## src/rtl/cic_rs_pkg.sv

```systemverilog
package cic_rs_pkg;
  localparam int unsigned ORDER = 2;

  function automatic int unsigned ceil_log2_f(input int unsigned v);
    int unsigned r;
    r = 0;
    for (int unsigned i = 0; i < 31; i++)
      if ((32'd1 << i) < v) r = i + 1;
    return r;
  endfunction
endpackage

```

## src/rtl/cic_rs_comb.sv

```systemverilog
module cic_rs_comb
  import cic_rs_pkg::*;
#(
  parameter int IN_W  = 16,
  parameter int CMB_W = 18
) (
  input  logic                    clk_i,
  input  logic                    rst_ni,
  input  logic                    en_i,
  input  logic signed [IN_W-1:0]  x_i,
  output logic signed [CMB_W-1:0] y_o
);
  logic signed [CMB_W-1:0] s [ORDER+1];
  logic signed [CMB_W-1:0] d_q [ORDER];

  assign s[0] = CMB_W'(x_i);

  for (genvar i = 0; i < ORDER; i++) begin : g_stage
    assign s[i+1] = s[i] - d_q[i];
    always_ff @(posedge clk_i or negedge rst_ni) begin
      if (!rst_ni)   d_q[i] <= '0;
      else if (en_i) d_q[i] <= s[i];
    end
  end

  assign y_o = s[ORDER];
endmodule

```

## src/rtl/cic_rs_integ.sv

```systemverilog
module cic_rs_integ
  import cic_rs_pkg::*;
#(
  parameter int ACC_W = 30
) (
  input  logic                    clk_i,
  input  logic                    rst_ni,
  input  logic                    en_i,
  input  logic signed [ACC_W-1:0] v_i,
  output logic signed [ACC_W-1:0] sum_o
);
  logic signed [ACC_W-1:0] s [ORDER+1];
  logic signed [ACC_W-1:0] acc_q [ORDER];

  assign s[0] = v_i;

  for (genvar i = 0; i < ORDER; i++) begin : g_stage
    assign s[i+1] = acc_q[i] + s[i];
    always_ff @(posedge clk_i or negedge rst_ni) begin
      if (!rst_ni)   acc_q[i] <= '0;
      else if (en_i) acc_q[i] <= s[i+1];
    end
  end

  // new sum visible in the stepping cycle
  assign sum_o = s[ORDER];
endmodule

```

## src/rtl/cic_rs_norm.sv

```systemverilog
module cic_rs_norm #(
  parameter int ACC_W = 30,
  parameter int OUT_W = 16,
  parameter int SH_W  = 4
) (
  input  logic signed [ACC_W-1:0] val_i,
  input  logic        [SH_W-1:0]  shift_i,
  output logic signed [OUT_W-1:0] y_o
);
  localparam logic signed [ACC_W-1:0] MAX_V = {{(ACC_W-OUT_W+1){1'b0}}, {(OUT_W-1){1'b1}}};
  localparam logic signed [ACC_W-1:0] MIN_V = {{(ACC_W-OUT_W+1){1'b1}}, {(OUT_W-1){1'b0}}};

  logic signed [ACC_W-1:0] sh;

  always_comb begin
    sh = val_i >>> shift_i;
    if (sh > MAX_V)      y_o = MAX_V[OUT_W-1:0];
    else if (sh < MIN_V) y_o = MIN_V[OUT_W-1:0];
    else                 y_o = sh[OUT_W-1:0];
  end
endmodule

```

## src/rtl/cic_rs.sv

```systemverilog
module cic_rs
  import cic_rs_pkg::*;
#(
  parameter int IN_W  = 16,
  parameter int OUT_W = 16,
  parameter int L_W   = 12,
  parameter int M_W   = 9
) (
  input  logic                    clk_i,
  input  logic                    rst_ni,
  input  logic [L_W-1:0]          l_minus1_i,
  input  logic [M_W-1:0]          m_minus1_i,
  input  logic                    in_valid_i,
  output logic                    in_ready_o,
  input  logic signed [IN_W-1:0]  in_data_i,
  output logic                    out_valid_o,
  output logic signed [OUT_W-1:0] out_data_o,
  output logic                    err_o
);
  localparam int CMB_W = IN_W + ORDER;
  localparam int ACC_W = IN_W + L_W + ORDER;
  localparam int SH_W  = $clog2(L_W + 1);

  logic                    loaded_q, err_q;
  logic [L_W-1:0]          l_q, p_q;
  logic [M_W-1:0]          m_q, q_q;
  logic [SH_W-1:0]         shift_q;
  logic                    fire, step, at_zero;
  logic [L_W:0]            l_full;
  logic [M_W:0]            m_full;
  logic signed [CMB_W-1:0] cmb_y;
  logic signed [ACC_W-1:0] v, integ_sum, norm_in;
  logic signed [OUT_W-1:0] norm_y, out_q;
  logic                    out_valid_q;

  assign l_full     = {1'b0, l_minus1_i} + 1'b1;
  assign m_full     = {1'b0, m_minus1_i} + 1'b1;
  assign at_zero    = (p_q == '0);
  assign in_ready_o = loaded_q && (err_q || at_zero);
  assign fire       = in_valid_i && in_ready_o;
  assign step       = loaded_q && !err_q && (!at_zero || in_valid_i);

  // factors captured once per reset
  always_ff @(posedge clk_i or negedge rst_ni) begin
    if (!rst_ni) begin
      loaded_q <= 1'b0;
      err_q    <= 1'b0;
      l_q      <= '0;
      m_q      <= '0;
      shift_q  <= '0;
    end else if (!loaded_q) begin
      loaded_q <= 1'b1;
      err_q    <= (int'(l_full) < int'(m_full));
      l_q      <= l_minus1_i;
      m_q      <= m_minus1_i;
      shift_q  <= SH_W'(ceil_log2_f(32'(l_full)));
    end
  end

  always_ff @(posedge clk_i or negedge rst_ni) begin
    if (!rst_ni) begin
      p_q <= '0;
      q_q <= '0;
    end else if (step) begin
      p_q <= (p_q == l_q) ? '0 : p_q + 1'b1;
      q_q <= (q_q == m_q) ? '0 : q_q + 1'b1;
    end
  end

  cic_rs_comb #(.IN_W(IN_W), .CMB_W(CMB_W)) u_comb (
    .clk_i(clk_i), .rst_ni(rst_ni), .en_i(step && at_zero),
    .x_i(in_data_i), .y_o(cmb_y)
  );

  assign v = at_zero ? ACC_W'(cmb_y) : '0;

  cic_rs_integ #(.ACC_W(ACC_W)) u_integ (
    .clk_i(clk_i), .rst_ni(rst_ni), .en_i(step),
    .v_i(v), .sum_o(integ_sum)
  );

  assign norm_in = err_q ? ACC_W'(in_data_i) : integ_sum;

  cic_rs_norm #(.ACC_W(ACC_W), .OUT_W(OUT_W), .SH_W(SH_W)) u_norm (
    .val_i(norm_in), .shift_i(err_q ? '0 : shift_q), .y_o(norm_y)
  );

  always_ff @(posedge clk_i or negedge rst_ni) begin
    if (!rst_ni) begin
      out_valid_q <= 1'b0;
      out_q       <= '0;
    end else begin
      out_valid_q <= err_q ? fire : (step && q_q == '0);
      if (err_q ? fire : (step && q_q == '0)) out_q <= norm_y;
    end
  end

  assign out_valid_o = out_valid_q;
  assign out_data_o  = out_q;
  assign err_o       = err_q;


  phase_range_chk: assert property (@(posedge clk_i) disable iff (!rst_ni)
    loaded_q |-> (p_q <= l_q && q_q <= m_q));


  err_sticky_chk: assert property (@(posedge clk_i) disable iff (!rst_ni)
    err_o |=> err_o);


  stall_hold_chk: assert property (@(posedge clk_i) disable iff (!rst_ni)
    (loaded_q && !err_q && at_zero && !in_valid_i) |=> (p_q == '0 && !out_valid_o));

  if (OUT_W >= IN_W) begin : g_echo_chk

    ident_pass_chk: assert property (@(posedge clk_i) disable iff (!rst_ni)
      (loaded_q && !err_q && l_q == '0 && m_q == '0 && fire) |=>
        (out_valid_o && ACC_W'(out_data_o) == ACC_W'($past(in_data_i))));

    bypass_echo_chk: assert property (@(posedge clk_i) disable iff (!rst_ni)
      (err_q && fire) |=>
        (out_valid_o && ACC_W'(out_data_o) == ACC_W'($past(in_data_i))));
  end
endmodule

```

## config.mk

```make
export PLATFORM = sky130hd
export DESIGN_NAME = cic_rs
export DESIGN_NICKNAME = d
export VERILOG_FILES = /design/src/rtl/cic_rs_pkg.sv /design/src/rtl/cic_rs_comb.sv /design/src/rtl/cic_rs_integ.sv /design/src/rtl/cic_rs_norm.sv /design/src/rtl/cic_rs.sv
export SDC_FILE = /design/constraint.sdc
export NUM_CORES = 1
export LEC_CHECK = 0
export ABC_CLOCK_PERIOD_IN_PS = 8600
export BUFFER_PORTS_ARGS = -buffer_cell sky130_fd_sc_hd__buf_2
export CORE_ASPECT_RATIO = 1.5
export CORE_MARGIN = 2
export CORE_UTILIZATION = 27
export DETAILED_ROUTE_END_ITERATION = 16
export GPL_TIMING_DRIVEN = 0
export HOLD_SLACK_MARGIN = 0.03
export MAX_ROUTING_LAYER = met4
export PLACE_DENSITY = 0.45
export SETUP_SLACK_MARGIN = 0.4
export SLEW_MARGIN = 15
export SYNTH_ARGS = -nofsm -noshare
export SYNTH_HDL_FRONTEND = slang
export SYNTH_SLANG_ARGS = --single-unit
```

## constraint.sdc

```tcl
create_clock -name clk_i -period 8.6 [get_ports clk_i]
set_clock_uncertainty 0.05 [all_clocks]
set_input_delay 1.29 -clock clk_i [delete_from_list [all_inputs] [get_ports clk_i]]
set_output_delay 1.29 -clock clk_i [all_outputs]
set_load 0.01 [all_outputs]
```

==> results.json <==
{
  "finalWorstSetupSlack_ps": -922,
  "crit_arrival_ps": 9840,
  "postPlaceCellArea_sq_um": 14800,
  "synth.most_common_cell": "nand2_1",
  "synth_warnings": 0,
  "grt_max_degree": 87,
  "final.min_clock_period_ps": 9520,
  "cp_max_fo": 5,
  "outcome": "finished, violations left",
  "r2r_start": "p_q[0]",
  "final_area_sq_um": 16500,
  "path_common_cell": "a21o_1",
  "wl_per_cell_microns": 17.6,
  "p_leak_nw": 7.23,
  "start_util_pct": 27.2,
  "synth_top_area_share_pct": 29.4,
  "hold_end": "u_integ.acc_q[43]",
  "grt_antenna_before_repair": 1,
  "drt-pass1-iter-count": 5,
  "synthesis.instances": 1650,
  "cp.required_ps": 8920,
  "fmax_mhz": 105,
  "wl_met2_microns": 23600,
  "h-tree-depth": 4,
  "grt_usage_pct": 17.6,
  "ys_seq_elements": 158,
  "finalNonFillerCells": 2461,
  "drive_gt1_share_pct": 19.6,
  "max_cap_violations": 0,
  "insertedDiodeCount": 0,
  "worstHoldPathType": "reg -> reg",
  "synth_area_leader_cell": "dfrtp_1",
  "chipWidth_microns": 186,
  "worstMarginPinSlew_ps": 970,
  "synth_edf_count": 0,
  "wl_met3_microns": 1020,
  "violations": "setup timing",
  "drv_slew": 0,
  "grt_pass1_vias": 12600,
  "placementRows": 100,
  "cts_root_buf": "clkbuf_16",
  "reg2reg_to": "out_data_o[13]",
  "cts_buffers": 17,
  "fin_crit_sh_pct": 111,
  "syn_to_final_growth_pct": 22.6,
  "startpoint_type": "input port",
  "rsz0062_at_grt": "yes",
  "grt_pass1_wl_microns": 68500,
  "num_io_pins": 59,
  "drtAntennaViolNets": 0,
  "clock_sinks": 158,
  "syn_avg_cell_area_sq_um": 8.14,
  "yosysSeqAreaShare_pct": 29.4,
  "synth_cell_types": 93,
  "ys_dominant_reg_cell": "dfrtp_1",
  "cp_slowest_cell": "or4_4",
  "hp-start": "u_integ.acc_q[43]",
  "yosys-top-cells-area": "dfrtp_1 29%, ha_1 10%, nand2_1 7.2%",
  "cts_buffer_depth": 2,
  "whs_path_depth": 2,
  "grt_overflow": 0,
  "setup-tns-final_ps": -13350,
  "slowest_delay_ps": 530,
  "coreArea_sq_um": 49400,
  "cp_top_family": "compound AO/OA/AOI/OAI gates",
  "top_layer_used": "met4",
  "portBuffers": 58,
  "path_buf_inv": 6,
  "placedCellCount": 2372,
  "die_h_microns": 277,
  "crit_type": "in -> reg",
  "synth_top_cells_by_count": "257 x nand2_1, 158 x dfrtp_1, 143 x o21ai_0, 136 x nor2_1",
  "drt-initial-drc-count": 455,
  "hold_buffers": 0,
  "tritoncts": "yes",
  "async_flop_share_pct": 100,
  "setup_viol": 15,
  "clk_pin_slew_worst_paths_ps": 70,
  "dieArea_sq_um": 51600,
  "wl_met1_microns": 16700,
  "r2r_setup_slack_ps": -460,
  "relSlewSlack_pct": 35.4,
  "syn-num-nets": 1802,
  "power_density_nw_per_um2": 461,
  "drc": 0,
  "place_congestion": 0.929,
  "clock_latency_ps": 460,
  "r2r.worst_path.cells": 37,
  "place_hpwl_microns": 33600,
  "syn_area_sq_um": 13400,
  "nets": 1937,
  "hold_violations": 0,
  "viasPerCell": 5.03,
  "drt_wl_total_microns": 43400,
  "num_vias": 12400,
  "endpoint_kind": "flip-flop",
  "vdd_ir_drop_max_mv": 0.163,
  "dp_slack_ps": -2700
}
power by group:
| group | total [mW] | internal, mW | switching, mW | leakage (nW) |
|---|---|---|---|---|
| clock | 0.796 | 0.428 | 0.368 | 0.278 |
| sequential | 1.20 | 1.02 | 0.179 | 1.94 |
| combinational | 5.60 | 2.42 | 3.19 | 5.01 |
per-stage QoR:
stage               util (%)  hold slack (ps)  total power, mW
detailed placement      29.8              420             5.90
global route            33.3              450             8.28
CTS                     32.5              437             7.26
floorplan                  -              402             4.75
global placement        29.8              415             5.87
finish                  33.3              433             7.60
per-layer routing:
metal / GRT usage (%) / up-vias
li1: - / 6149
met3: 2.18 / 80
met4: 8.66 / 0
met2: 32.2 / 182
met1: 18.3 / 5970
met5: - / -
how the worst max path moves through the flow:
stage / start / slack (ps) / to / cells past startpoint
final: in_data_i[0] / -920 / out_data_o[13] / 48
after global routing: in_data_i[0] / -1330 / out_data_o[8] / 48
after floorplan: in_data_i[0] / -920 / out_data_o[0] / 46
after detailed placement: in_data_i[0] / -2700 / out_data_o[0] / 48
after CTS: in_data_i[0] / -1040 / out_data_o[7] / 50
after global placement: in_data_i[0] / -2680 / out_data_o[0] / 47
timing repair:
action	in CTS	in global routing
pin swaps	78	50
setup buffers	40	15
gates resized for setup	75	68
setup endpoints to repair	27	28
cloned	1	1
logic make-up (layout without fill, tap and decap cells):
kind of cell             count (synthesis)  in the layout  synth area share [%]
multiplexers                            60             60                  5.13
XOR/XNOR                               106            106                  7.08
AO/OA/AOI/OAI                          474            474                  23.8
flip-flops                             158            158                  29.4
AND/OR/NAND/NOR                        579            579                  19.2
adder cells (fa/ha/maj)                112            112                  10.7
buffers and inverters                  160            308                  4.62
other                                    1              1                0.0279
worst reg2reg max path, delay by kind of cell, from the launching register on:
family,cells,cell delay [ps]
AND/OR/NAND/NOR,5,1110
adder cells (fa/ha/maj),4,1130
buffers and inverters,7,1840
flip-flops,1,420
AO/OA/AOI/OAI,20,4220
XOR/XNOR,1,180
layout by cell type (no fill, tap or decap), types with 40 or more instances in the layout:
| master | n |
|---|---|
| o21ai_0 | 121 |
| clkbuf_1 | 50 |
| buf_4 | 53 |
| xnor2_1 | 64 |
| nand2_1 | 256 |
| ha_1 | 92 |
| buf_2 | 58 |
| nor2_1 | 132 |
| inv_1 | 92 |
| nand3_1 | 40 |
| dfrtp_1 | 158 |
| a21oi_1 | 90 |
sequential cells by signal, summed over array words and instances, names as in the netlist:
register / count
u_integ.acc_q: 60
u_comb.d_q: 33
out_data_o: 16
l_q: 12
p_q: 12
m_q: 9
q_q: 9
shift_q: 4
err_o: 1
loaded_q: 1
out_valid_o: 1
cell type report:
cell class	count	area (sq um)
fillers	5182	33000
multi-input cells	1332	9630
flip-flops and latches	158	3950
well taps	663	830
repair buffers	116	815
clock buffers	20	467
inverters	96	375
plain buffers	64	274
clock inverters	12	124
Note: power is estimated with default switching activity, not from simulation.
